===== config.mk =====
export PLATFORM = sky130hd
export DESIGN_NAME = flash_poll_seq
export DESIGN_NICKNAME = d
export VERILOG_FILES = /design/src/rtl/fps_pkg.sv /design/src/rtl/fps_cmd_gen.sv /design/src/rtl/fps_gap_timer.sv /design/src/rtl/fps_poll_judge.sv /design/src/rtl/flash_poll_seq.sv
export SDC_FILE = /design/constraint.sdc
export NUM_CORES = 1
export LEC_CHECK = 0
export BUFFER_PORTS_ARGS = -buffer_cell sky130_fd_sc_hd__buf_2
export CORE_ASPECT_RATIO = 1.1
export CORE_UTILIZATION = 50
export CTS_CLUSTER_DIAMETER = 80
export CTS_CLUSTER_SIZE = 12
export DETAILED_ROUTE_END_ITERATION = 10
export GPL_TIMING_DRIVEN = 0
export PLACE_DENSITY = 0.8
export SYNTH_ARGS = -nofsm -noshare
export SYNTH_HDL_FRONTEND = slang
export SYNTH_SLANG_ARGS = --single-unit

===== constraint.sdc =====
create_clock -name clk -period 2.2 [get_ports clk]
set_input_delay 0.66 -clock clk [delete_from_list [all_inputs] [get_ports clk]]
set_output_delay 0.66 -clock clk [all_outputs]
set_load 0.05 [all_outputs]

===== src/rtl/fps_pkg.sv =====
package fps_pkg;

   typedef enum logic [1:0] {
      OP_PROG = 2'd0,
      OP_SECT = 2'd1,
      OP_SEG  = 2'd2
   } op_e;

   typedef enum logic [2:0] {
      ST_IDLE,
      ST_CMD,
      ST_GAP,
      ST_RD,
      ST_RW,
      ST_FIN
   } st_e;

   localparam logic [7:0] CMD_UNLK1 = 8'hAA;
   localparam logic [7:0] CMD_UNLK2 = 8'h55;
   localparam logic [7:0] CMD_PROG  = 8'hA0;
   localparam logic [7:0] CMD_ERSET = 8'h80;
   localparam logic [7:0] CMD_SECT  = 8'h30;
   localparam logic [7:0] CMD_SEG   = 8'h10;
   localparam logic [7:0] ERASED_B  = 8'hFF;

   localparam int PROG_STEPS  = 4;
   localparam int ERASE_STEPS = 6;

endpackage


===== src/rtl/fps_cmd_gen.sv =====
module fps_cmd_gen
   import fps_pkg::*;
#(
   parameter int ADDR_W  = 24,
   parameter int SEG_W   = 19,
   parameter int UNLK_A1 = 'hAAAA,
   parameter int UNLK_A2 = 'h5554
)(
   input  op_e               op,
   input  logic [2:0]        step,
   input  logic [ADDR_W-1:0] tgt,
   input  logic [7:0]        pdata,
   output logic [ADDR_W-1:0] cmd_addr,
   output logic [7:0]        cmd_data,
   output logic              cmd_last
);
   localparam logic [ADDR_W-1:0] SEG_MASK = ~((ADDR_W'(1) << SEG_W) - ADDR_W'(1));
   localparam logic [ADDR_W-1:0] OFS_A1   = ADDR_W'(UNLK_A1);
   localparam logic [ADDR_W-1:0] OFS_A2   = ADDR_W'(UNLK_A2);

   logic [ADDR_W-1:0] seg_base;
   logic [ADDR_W-1:0] a1, a2;
   logic              is_prog;

   assign seg_base = tgt & SEG_MASK;
   assign a1       = seg_base | OFS_A1;
   assign a2       = seg_base | OFS_A2;
   assign is_prog  = (op == OP_PROG);

   always_comb begin
      cmd_addr = a1;
      cmd_data = CMD_UNLK1;
      unique case (step)
         3'd0: begin cmd_addr = a1; cmd_data = CMD_UNLK1; end
         3'd1: begin cmd_addr = a2; cmd_data = CMD_UNLK2; end
         3'd2: begin cmd_addr = a1; cmd_data = is_prog ? CMD_PROG : CMD_ERSET; end
         3'd3: begin
            cmd_addr = is_prog ? tgt   : a1;
            cmd_data = is_prog ? pdata : CMD_UNLK1;
         end
         3'd4: begin cmd_addr = a2; cmd_data = CMD_UNLK2; end
         3'd5: begin
            cmd_addr = (op == OP_SECT) ? tgt      : a1;
            cmd_data = (op == OP_SECT) ? CMD_SECT : CMD_SEG;
         end
         default: begin cmd_addr = a1; cmd_data = CMD_UNLK1; end
      endcase
   end

   assign cmd_last = is_prog ? (step == 3'(PROG_STEPS - 1))
                             : (step == 3'(ERASE_STEPS - 1));

endmodule


===== src/rtl/fps_gap_timer.sv =====
module fps_gap_timer #(
   parameter int CYC = 600
)(
   input  logic clk,
   input  logic rst_n,
   input  logic load,
   output logic expired
);
   localparam int CNT_W = (CYC < 1) ? 1 : $clog2(CYC + 1);

   logic [CNT_W-1:0] cnt;

   always_ff @(posedge clk or negedge rst_n) begin
      if (!rst_n)
         cnt <= '0;
      else if (load)
         cnt <= CNT_W'(CYC);
      else if (cnt != '0)
         cnt <= cnt - CNT_W'(1);
   end

   assign expired = (cnt == '0);

   // a freshly loaded gap must not report expiry on the next cycle
   p_gap_holds_r4: assert property (@(posedge clk) disable iff (!rst_n)
      (load && (CYC > 0)) |=> !expired);

endmodule


===== src/rtl/fps_poll_judge.sv =====
module fps_poll_judge
   import fps_pkg::*;
(
   input  op_e        op,
   input  logic [7:0] pdata,
   input  logic [7:0] rdata,
   output logic       bit7_ok,
   output logic       byte_ok
);
   logic [7:0] want;

   assign want    = (op == OP_PROG) ? pdata : ERASED_B;
   assign bit7_ok = (rdata[7] == want[7]);
   assign byte_ok = (rdata == want);

endmodule


===== src/rtl/flash_poll_seq.sv =====
module flash_poll_seq
   import fps_pkg::*;
#(
   parameter int ADDR_W    = 24,
   parameter int SEG_W     = 19,
   parameter int LEN_W     = 8,
   parameter int RECOV_CYC = 600,
   parameter int POLL_MAX  = 1024,
   parameter int UNLK_A1   = 'hAAAA,
   parameter int UNLK_A2   = 'h5554
)(
   input  logic              clk,
   input  logic              rst_n,
   input  logic              start,
   input  logic [1:0]        op,
   input  logic [ADDR_W-1:0] base_addr,
   input  logic [LEN_W-1:0]  len_m1,
   output logic [LEN_W-1:0]  buf_idx,
   input  logic [7:0]        buf_data,
   output logic              busy,
   output logic              done,
   output logic              err_verify,
   output logic              err_timeout,
   output logic              bus_wr,
   output logic              bus_rd,
   output logic [ADDR_W-1:0] bus_addr,
   output logic [7:0]        bus_wdata,
   input  logic [7:0]        bus_rdata
);
   localparam int PC_W = $clog2(POLL_MAX + 1);

   generate
      if (SEG_W < 16 || SEG_W >= ADDR_W) begin : g_bad_seg
         $error("SEG_W must cover the unlock offsets and stay below ADDR_W");
      end
      if (POLL_MAX < 1) begin : g_bad_poll
         $error("POLL_MAX must be at least 1");
      end
      if (RECOV_CYC < 0) begin : g_bad_gap
         $error("RECOV_CYC must not be negative");
      end
      if (LEN_W < 1) begin : g_bad_len
         $error("LEN_W must be at least 1");
      end
   endgenerate

   st_e               st;
   op_e               op_q;
   logic [ADDR_W-1:0] tgt;
   logic [LEN_W-1:0]  idx, len_q;
   logic [2:0]        step;
   logic              confirm;
   logic [PC_W-1:0]   poll_cnt;
   logic              err_v, err_t;

   logic [ADDR_W-1:0] cmd_addr;
   logic [7:0]        cmd_data;
   logic              cmd_last;
   logic              gap_load, gap_expired;
   logic              bit7_ok, byte_ok;
   logic              op_ok;

   assign op_ok = (op != 2'd3);

   fps_cmd_gen #(
      .ADDR_W (ADDR_W),
      .SEG_W  (SEG_W),
      .UNLK_A1(UNLK_A1),
      .UNLK_A2(UNLK_A2)
   ) u_cmd (
      .op      (op_q),
      .step    (step),
      .tgt     (tgt),
      .pdata   (buf_data),
      .cmd_addr(cmd_addr),
      .cmd_data(cmd_data),
      .cmd_last(cmd_last)
   );

   assign gap_load = (st == ST_CMD) && cmd_last;

   fps_gap_timer #(.CYC(RECOV_CYC)) u_gap (
      .clk    (clk),
      .rst_n  (rst_n),
      .load   (gap_load),
      .expired(gap_expired)
   );

   fps_poll_judge u_judge (
      .op     (op_q),
      .pdata  (buf_data),
      .rdata  (bus_rdata),
      .bit7_ok(bit7_ok),
      .byte_ok(byte_ok)
   );

   always_ff @(posedge clk or negedge rst_n) begin
      if (!rst_n) begin
         st       <= ST_IDLE;
         op_q     <= OP_PROG;
         tgt      <= '0;
         idx      <= '0;
         len_q    <= '0;
         step     <= '0;
         confirm  <= 1'b0;
         poll_cnt <= '0;
         err_v    <= 1'b0;
         err_t    <= 1'b0;
      end else begin
         unique case (st)
            ST_IDLE: begin
               if (start && op_ok) begin
                  op_q  <= op_e'(op);
                  tgt   <= base_addr;
                  idx   <= '0;
                  len_q <= len_m1;
                  step  <= '0;
                  err_v <= 1'b0;
                  err_t <= 1'b0;
                  st    <= ST_CMD;
               end
            end
            ST_CMD: begin
               if (cmd_last) begin
                  step     <= '0;
                  confirm  <= 1'b0;
                  poll_cnt <= '0;
                  st       <= ST_GAP;
               end else begin
                  step <= step + 3'd1;
               end
            end
            ST_GAP: begin
               if (gap_expired) st <= ST_RD;
            end
            ST_RD: st <= ST_RW;
            ST_RW: begin
               if (!confirm) begin
                  if (bit7_ok) begin
                     confirm <= 1'b1;
                     st      <= ST_RD;
                  end else if (poll_cnt == PC_W'(POLL_MAX - 1)) begin
                     err_t <= 1'b1;
                     st    <= ST_FIN;
                  end else begin
                     poll_cnt <= poll_cnt + PC_W'(1);
                     st       <= ST_RD;
                  end
               end else if (!byte_ok) begin
                  err_v <= 1'b1;
                  st    <= ST_FIN;
               end else if (op_q == OP_PROG && idx != len_q) begin
                  idx <= idx + LEN_W'(1);
                  tgt <= tgt + ADDR_W'(1);
                  st  <= ST_CMD;
               end else begin
                  st <= ST_FIN;
               end
            end
            ST_FIN: st <= ST_IDLE;
            default: st <= ST_IDLE;
         endcase
      end
   end

   assign busy        = (st != ST_IDLE);
   assign done        = (st == ST_FIN);
   assign bus_wr      = (st == ST_CMD);
   assign bus_rd      = (st == ST_RD);
   assign bus_addr    = (st == ST_CMD) ? cmd_addr : tgt;
   assign bus_wdata   = (st == ST_CMD) ? cmd_data : 8'h00;
   assign buf_idx     = idx;
   assign err_verify  = err_v;
   assign err_timeout = err_t;

   // a command burst runs back to back until its final write
   p_burst_r2: assert property (@(posedge clk) disable iff (!rst_n)
      (bus_wr && !cmd_last) |=> bus_wr);

   // strobes never overlap
   p_no_overlap_r4: assert property (@(posedge clk) disable iff (!rst_n)
      !(bus_wr && bus_rd));

   // consecutive polls of one location keep the address
   p_poll_addr_r5: assert property (@(posedge clk) disable iff (!rst_n)
      (bus_rd && $past(bus_rd, 2)) |-> (bus_addr == $past(bus_addr, 2)));

   // a read strobe is followed by a data cycle without strobes
   p_rd_spacing_r6: assert property (@(posedge clk) disable iff (!rst_n)
      bus_rd |=> (!bus_rd && !bus_wr));

   // at most one error kind is reported
   p_err_excl_r7: assert property (@(posedge clk) disable iff (!rst_n)
      $onehot0({err_verify, err_timeout}));

   // the poll count never exceeds its limit
   p_poll_bound_r9: assert property (@(posedge clk) disable iff (!rst_n)
      poll_cnt < PC_W'(POLL_MAX));

   // done is a single pulse that returns to idle
   p_done_pulse_r10: assert property (@(posedge clk) disable iff (!rst_n)
      done |=> (!done && !busy));

   // flags hold while idle without a start
   p_flag_hold_r10: assert property (@(posedge clk) disable iff (!rst_n)
      (!busy && !start) |=> ($stable(err_verify) && $stable(err_timeout)));

endmodule


== Word level (Yosys, flattened, before mapping) ==
Index checks and enable logic that the tools add are counted.
Word-level totals
  register bits after elaboration: 72
  bits of input ports: 53
Operators by class
  $add $sub $neg: 5
  equality and inequality tests: 27
  multiplexer cells: 52
  reductions and logical operators: 21
Operators with widths (count)
  two-way mux 24 bit: 4
  two-way mux 19 bit: 3
  one-hot mux 19 bit (3 select lines): 1
  two-way mux 8 bit: 7
  one-hot mux 24 bit (2 select lines): 1
  two-way mux 11 bit: 4
  one-hot mux 8 bit (4 select lines): 1
  two-way mux 3 bit: 10
  adder 24 x 1 -> 24 bit, second input constant: 1
  != test 2 bit, second input constant: 11
  one-hot mux 11 bit (2 select lines): 1
  two-way mux 10 bit: 2
  one-hot mux 8 bit (2 select lines): 1
  one-hot mux 3 bit (5 select lines): 1
  AND reduction 5 bit: 3
  equality test 3 x 2 -> 1 bit, second input constant: 4
  equality test 3 bit, second input constant: 4
  two-way mux 6 bit: 2
  adder 11 x 1 -> 11 bit, second input constant: 1
  equality test 11 x 10 -> 1 bit, second input constant: 1
  logical NOT 10 bit: 1
  two-way mux 1 bit: 10
  nonzero test 10 bit: 1
  subtractor 10 x 1 -> 10 bit, second input constant: 1
  other kinds (19): 29

== Depth between registers and ports, before layout ==
  depth after elaboration: 6
  depth in mapped cells: 9
  gate-level depth less buffers: 8

== Cells and area by module ==
From an unflattened synthesis, not the netlist that was laid out.
Unflattened totals
  cells, all modules: 668
  area total of the unflattened synthesis: 5323.9 um^2
Modules (own cells, without submodules)
  flash_poll_seq: instances 1, cells each 480, area each 3921.3 um^2
  fps_cmd_gen: instances 1, cells each 104, area each 651.9 um^2
  fps_gap_timer: instances 1, cells each 54, area each 568.0 um^2
  fps_poll_judge: instances 1, cells each 30, area each 182.7 um^2

== Least setup slack after synthesis ==
Ideal clock, no wire load.
  kind: reg2out
  from: reg st[1]
  to: out bus_wdata[0]
  data arrival time: 2.460 ns
  path slack: -0.920 ns
  cell stages (with the launch flop): 8
  cell sequence: dfrtp_1 clkbuf_1 nor2_1 nand2_1 inv_1 clkbuf_1 nand2_1 a21oi_1
Between the ends
  word-level cells in the longest chain between the ends: 2
Ends and longest elaborated chain
  start: declaration: RTL line flash_poll_seq.sv:47  | st_e st;
  start signal: assignment: RTL line flash_poll_seq.sv:99  | st <= ST_IDLE;
  start signal: assignment: RTL line flash_poll_seq.sv:120  | st <= ST_CMD;
  start signal: assignment: RTL line flash_poll_seq.sv:128  | st <= ST_GAP;
  equality test 3 x 1 -> 1 bit
  via bus_wr: RTL line flash_poll_seq.sv:24  | output logic bus_wr,
  two-way mux 8 bit: RTL line flash_poll_seq.sv:171  | assign bus_wdata = (st == ST_CMD) ? cmd_data : 8'h00;
  end: declaration: RTL line flash_poll_seq.sv:27  | output logic [7:0] bus_wdata,
The timed path passes the listed nets, and every way through them passes these cells.

== Worst setup path after layout ==
  from: reg step[1]
  to: out bus_addr[14]
Between the ends
  word-level cells in the longest chain between the ends: 4
Ends and longest elaborated chain
  start: declaration: RTL line flash_poll_seq.sv:51  | logic [2:0] step;
  start signal: assignment: RTL line flash_poll_seq.sv:130  | step <= step + 3'd1;
  equality test 3 x 1 -> 1 bit / equality test 3 bit (equally long branches): RTL line fps_cmd_gen.sv:33  | unique case (step)
  OR reduction 2 bit (no line)
  one-hot mux 19 bit (3 select lines) *: RTL line fps_cmd_gen.sv:33
  two-way mux 19 bit *: RTL line flash_poll_seq.sv:170  | assign bus_addr = (st == ST_CMD) ? cmd_addr : tgt;
  end: declaration: RTL line flash_poll_seq.sv:26  | output logic [ADDR_W-1:0] bus_addr,
Mark *: on every way between the ends. The rest lies on a longest branch, timed or not.

==> reports/qor_table.md <==
| Parameter | Reported |
|:---|:---|
| Switching share of total power | 52.68% |
| Setup violations, final | 79 |
| Post-synth design cell area | 4797 um2 |
| Sinks on Clock Net | 72 |
| Power density cells | 1650 nW/um2 |
| Count of cell types in the netlist | 74 |
| Mean number of vias per cell | 6.767 |
| Root buffer cell | clkbuf_8 |
| Area growth, synth to finish | 56.99% |
| Combinational group share of total power | 70.8% |
| Maximum number of buffers from clock root to sink | 2 |
| Chip width | 95.39 um |
| Maximum net fanout on the critical path | 5 |
| Number of H-tree levels | 3 |
| Half-perimeter wire length after placement | 10.35 mm |
| Hold Fails Final Rpt | 0 |
| Internal cell power | 0.005880 W |
| Starting DRC count in detailed routing | 750 |
| Inserted Diodes | 0 |
| Final routed wire length divided by cell count | 23.17 um |
| Arrival time worst endpoint | 2.30 ns |
| Worst Path Required | 1.54 ns |
| Pins over their slew limit | 0 |
| Total of warnings raised by yosys | 0 |
| Critical Path Start Type | register |
| Kind of end point of the critical path | output pin |
| Primary flip-flop cell chosen by synthesis mapping | dfrtp_1 |
| Hold WC Path Type | input port to asynchronous set/reset pin |
| Global-route usage over all layers | 34.92% |
| Measured slew at the worst slew-check pin | 0.9977 ns |
| Gate count of the mapped netlist | 573 |
| Power dissipated by switching net loads | 0.006547 W |
| Initial core utilization | 51.30% |
| Num ports | 99 |
| First-pass DRT Iterations | 5 |
| Final-layout setup total negative slack | -29.69 ns |
| Syn_nets | 636 |
| Post-synthesis register bit count | 72 |
| Worst setup path class | register to output pin |
| Area inside the core boundary | 9351 um2 |
| Inserted Clock Buffers | 9 |
| Fraction of registers with async set or reset after synthesis | 100.0% |
| Outcome | finished with violations |
| Number of core rows | 37 |
| WL final | 19.81 mm |
| Post-layout total power | 0.01243 W |
| Violations in the final reports | setup timing |
| Post-synthesis average cell area | 8.372 um2 |
| Share of the clock period used by the worst path | 134.5% |
| Number of nets with antenna violations after routing | 0 |
| IR Drop Worst-Case VDD | 0.0008362 V |
| Count of buffers inserted at the top-level ports | 98 |
| Number of nets in the layout | 796 |
| RSZ-0062 raised after global routing | true |
| # DRC | 0 |
| Final critical-path setup slack | -0.7586 ns |
| Max-Cap Viols | 0 |
| Leak Pwr | 3.252 nW |
| Detailed-route via count | 5786 |
| Die Y-Extent | 104.7 um |
| Number of enable flip-flop cells after synthesis | 0 |
| Global-route wire length before repair | 26.96 mm |
| Worst-case clock skew | 0.009506 ns |
| Die outline area | 9990 um2 |
| Seq pwr share | 20.2% |
| Clock-pin slew on the worst setup and hold paths | 0.08 ns |
| Minimum clock period after layout | 2.959 ns |
| Sequential share of the synthesized area | 37.56% |
| Clock tree from TritonCTS | yes |
| Pin count of the biggest net entering global routing | 71 |
| Antenna violations before repair | 0 |
| Total global routing overflow | 0 |
| Vias in the first global route | 5571 |
| Share of layout cells above drive strength 1 | 46.21% |
| Relative contribution of the clock network to total power | 9.0% |
| Relative slew slack | 33.24% |
| Fmax | 338.0 MHz |
| Final Wtd Congestion | 0.9165 |
| Later-pin clock latency in the skew report | 0.36 ns |
==> state kept, by name (all words and copies together), names as in the netlist <==
register,flops
err_verify,1
op_q,2
tgt,24
u_gap.cnt,10
buf_idx,8
confirm,1
poll_cnt,11
st,3
err_timeout,1
len_q,8
step,3
==> routing by layer <==
layer	part of all wire [%]	vias to the layer above	GRT usage [%]
li1	-	2418	-
met1	36	2785	42.76
met2	48	450	57.40
met3	9.5	133	7.205
met4	6.4	0	17.48
met5	0	-	0
==> logic make-up (layout without fill, tap and decap cells) <==
| logic type | Yosys count | count (layout) | share of synthesized area (%) |
|---|---|---|---|
| simple gates | 281 | 281 | 29.63 |
| compound gates | 136 | 136 | 19.95 |
| flops | 72 | 72 | 37.56 |
| buf+inv | 44 | 209 | 4.616 |
| xor+xnor | 26 | 26 | 4.747 |
| fa+ha+maj | 10 | 10 | 2.608 |
| mux | 4 | 4 | 0.8868 |
==> synthesized netlist by cell type, drive strengths merged (10+ instances only) <==
master | instances | share of area, %
ha | 10 | 2.6
xnor2 | 14 | 2.6
clkbuf | 19 | 1.5
a21oi | 38 | 4.1
nand3 | 26 | 2.7
or3 | 10 | 1.3
nand4 | 13 | 1.8
and2 | 10 | 1.3
nand2 | 77 | 6.0
o21ai | 17 | 1.8
nor3 | 16 | 1.8
xor2 | 12 | 2.2
and3 | 12 | 1.6
buf | 16 | 2.4
dfrtp | 72 | 38
nor2 | 75 | 5.9
==> layout by cell type (no fill, tap or decap), drive strengths merged, types with 13 or more instances in the layout <==
master / instances
buf: 169
nand2: 77
nor2: 75
dfrtp: 72
a21oi: 38
nand3: 26
clkbuf: 25
o21ai: 17
nor3: 16
xnor2: 14
nand4: 13
==> layout make-up <==
type | instances | area, um2
Multi-Input combinational cell | 457 | 3761
Fill cell | 518 | 1821
Sequential cell | 72 | 1808
Timing Repair Buffer | 153 | 1294
Buffer | 31 | 276.5
Clock buffer | 11 | 151.4
Tap cell | 117 | 146.4
Clock inverter | 5 | 55.05
Inverter | 9 | 38.79
==> worst paths after layout <==
| kind | end | slack, ns | cells after the start | start |
|---|---|---|---|---|
| max in group asynchronous | st[1]$_DFFE_PN0P_ | 1.54 | 2 | rst_n |
| min in group clk | len_q[2]$_DFFE_PN0P_ | 0.49 | 3 | len_m1[2] |
| hold reg to reg | len_q[2]$_DFFE_PN0P_ | 0.50 | 2 | len_q[2]$_DFFE_PN0P_ |
| setup reg to reg | tgt[10]$_DFFE_PN0P_ | -0.54 | 9 | op_q[1]$_DFFE_PN0P_ |
| hold / removal | tgt[5]$_DFFE_PN0P_ | 0.08 | 1 | rst_n |
| setup / recovery | bus_addr[14] | -0.76 | 9 | step[1]$_DFFE_PN0P_ |
==> power groups by stage <==
stage	combinational [W]	clock (W)	sequential, W
6_report	0.00880	0.00111	0.00251
5_1_grt	0.00920	0.00117	0.00254
4_1_cts	0.00773	0.00111	0.00236
3_5_place_dp	0.00639	0	0.00232
3_3_place_gp	0.00623	0	0.00228
2_1_floorplan	0.00519	0	0.00220
==> worst max-delay path, stage by stage (launching register included) <==
cell      delay (ns)
dfrtp_1         0.42
ha_2            0.22
ha_4            0.17
buf_8           0.12
nor2b_4         0.12
a31oi_2         0.21
o21ai_2         0.13
clkbuf_8        0.18
a21o_4          0.22
buf_8           0.14
==> metrics by stage <==
| step | area, um2 | hold WS (ns) | setup slack, ns | cells | util, % |
|---|---|---|---|---|---|
| 6_report | 7531 | 0.07898 | -0.7586 | 855 | 80.53 |
| 5_1_grt | 7531 | 0.06748 | -0.8206 | 855 | 80.53 |
| 4_1_cts | 7015 | 0.07826 | -0.6800 | 841 | 75.02 |
| 3_5_place_dp | 5883 | 0.4668 | -0.7115 | 789 | 62.91 |
| 3_3_place_gp | 5853 | 0.4830 | -0.6675 | 788 | 62.59 |
| 2_1_floorplan | 5216 | 0.3644 | -0.2049 | 573 | - |
==> repair_timing <==
item / 4_1_cts / 5_1_grt
setup buffers: 35 / 18
hold buffers: 0 / 0
pin swaps: 30 / 44
setup endpoints to repair: 93 / 93
resized for setup: 144 / 95
gates cloned: 4 / 1
hold endpoints to repair: 0 / 0
(Power assumes the default switching activity.)
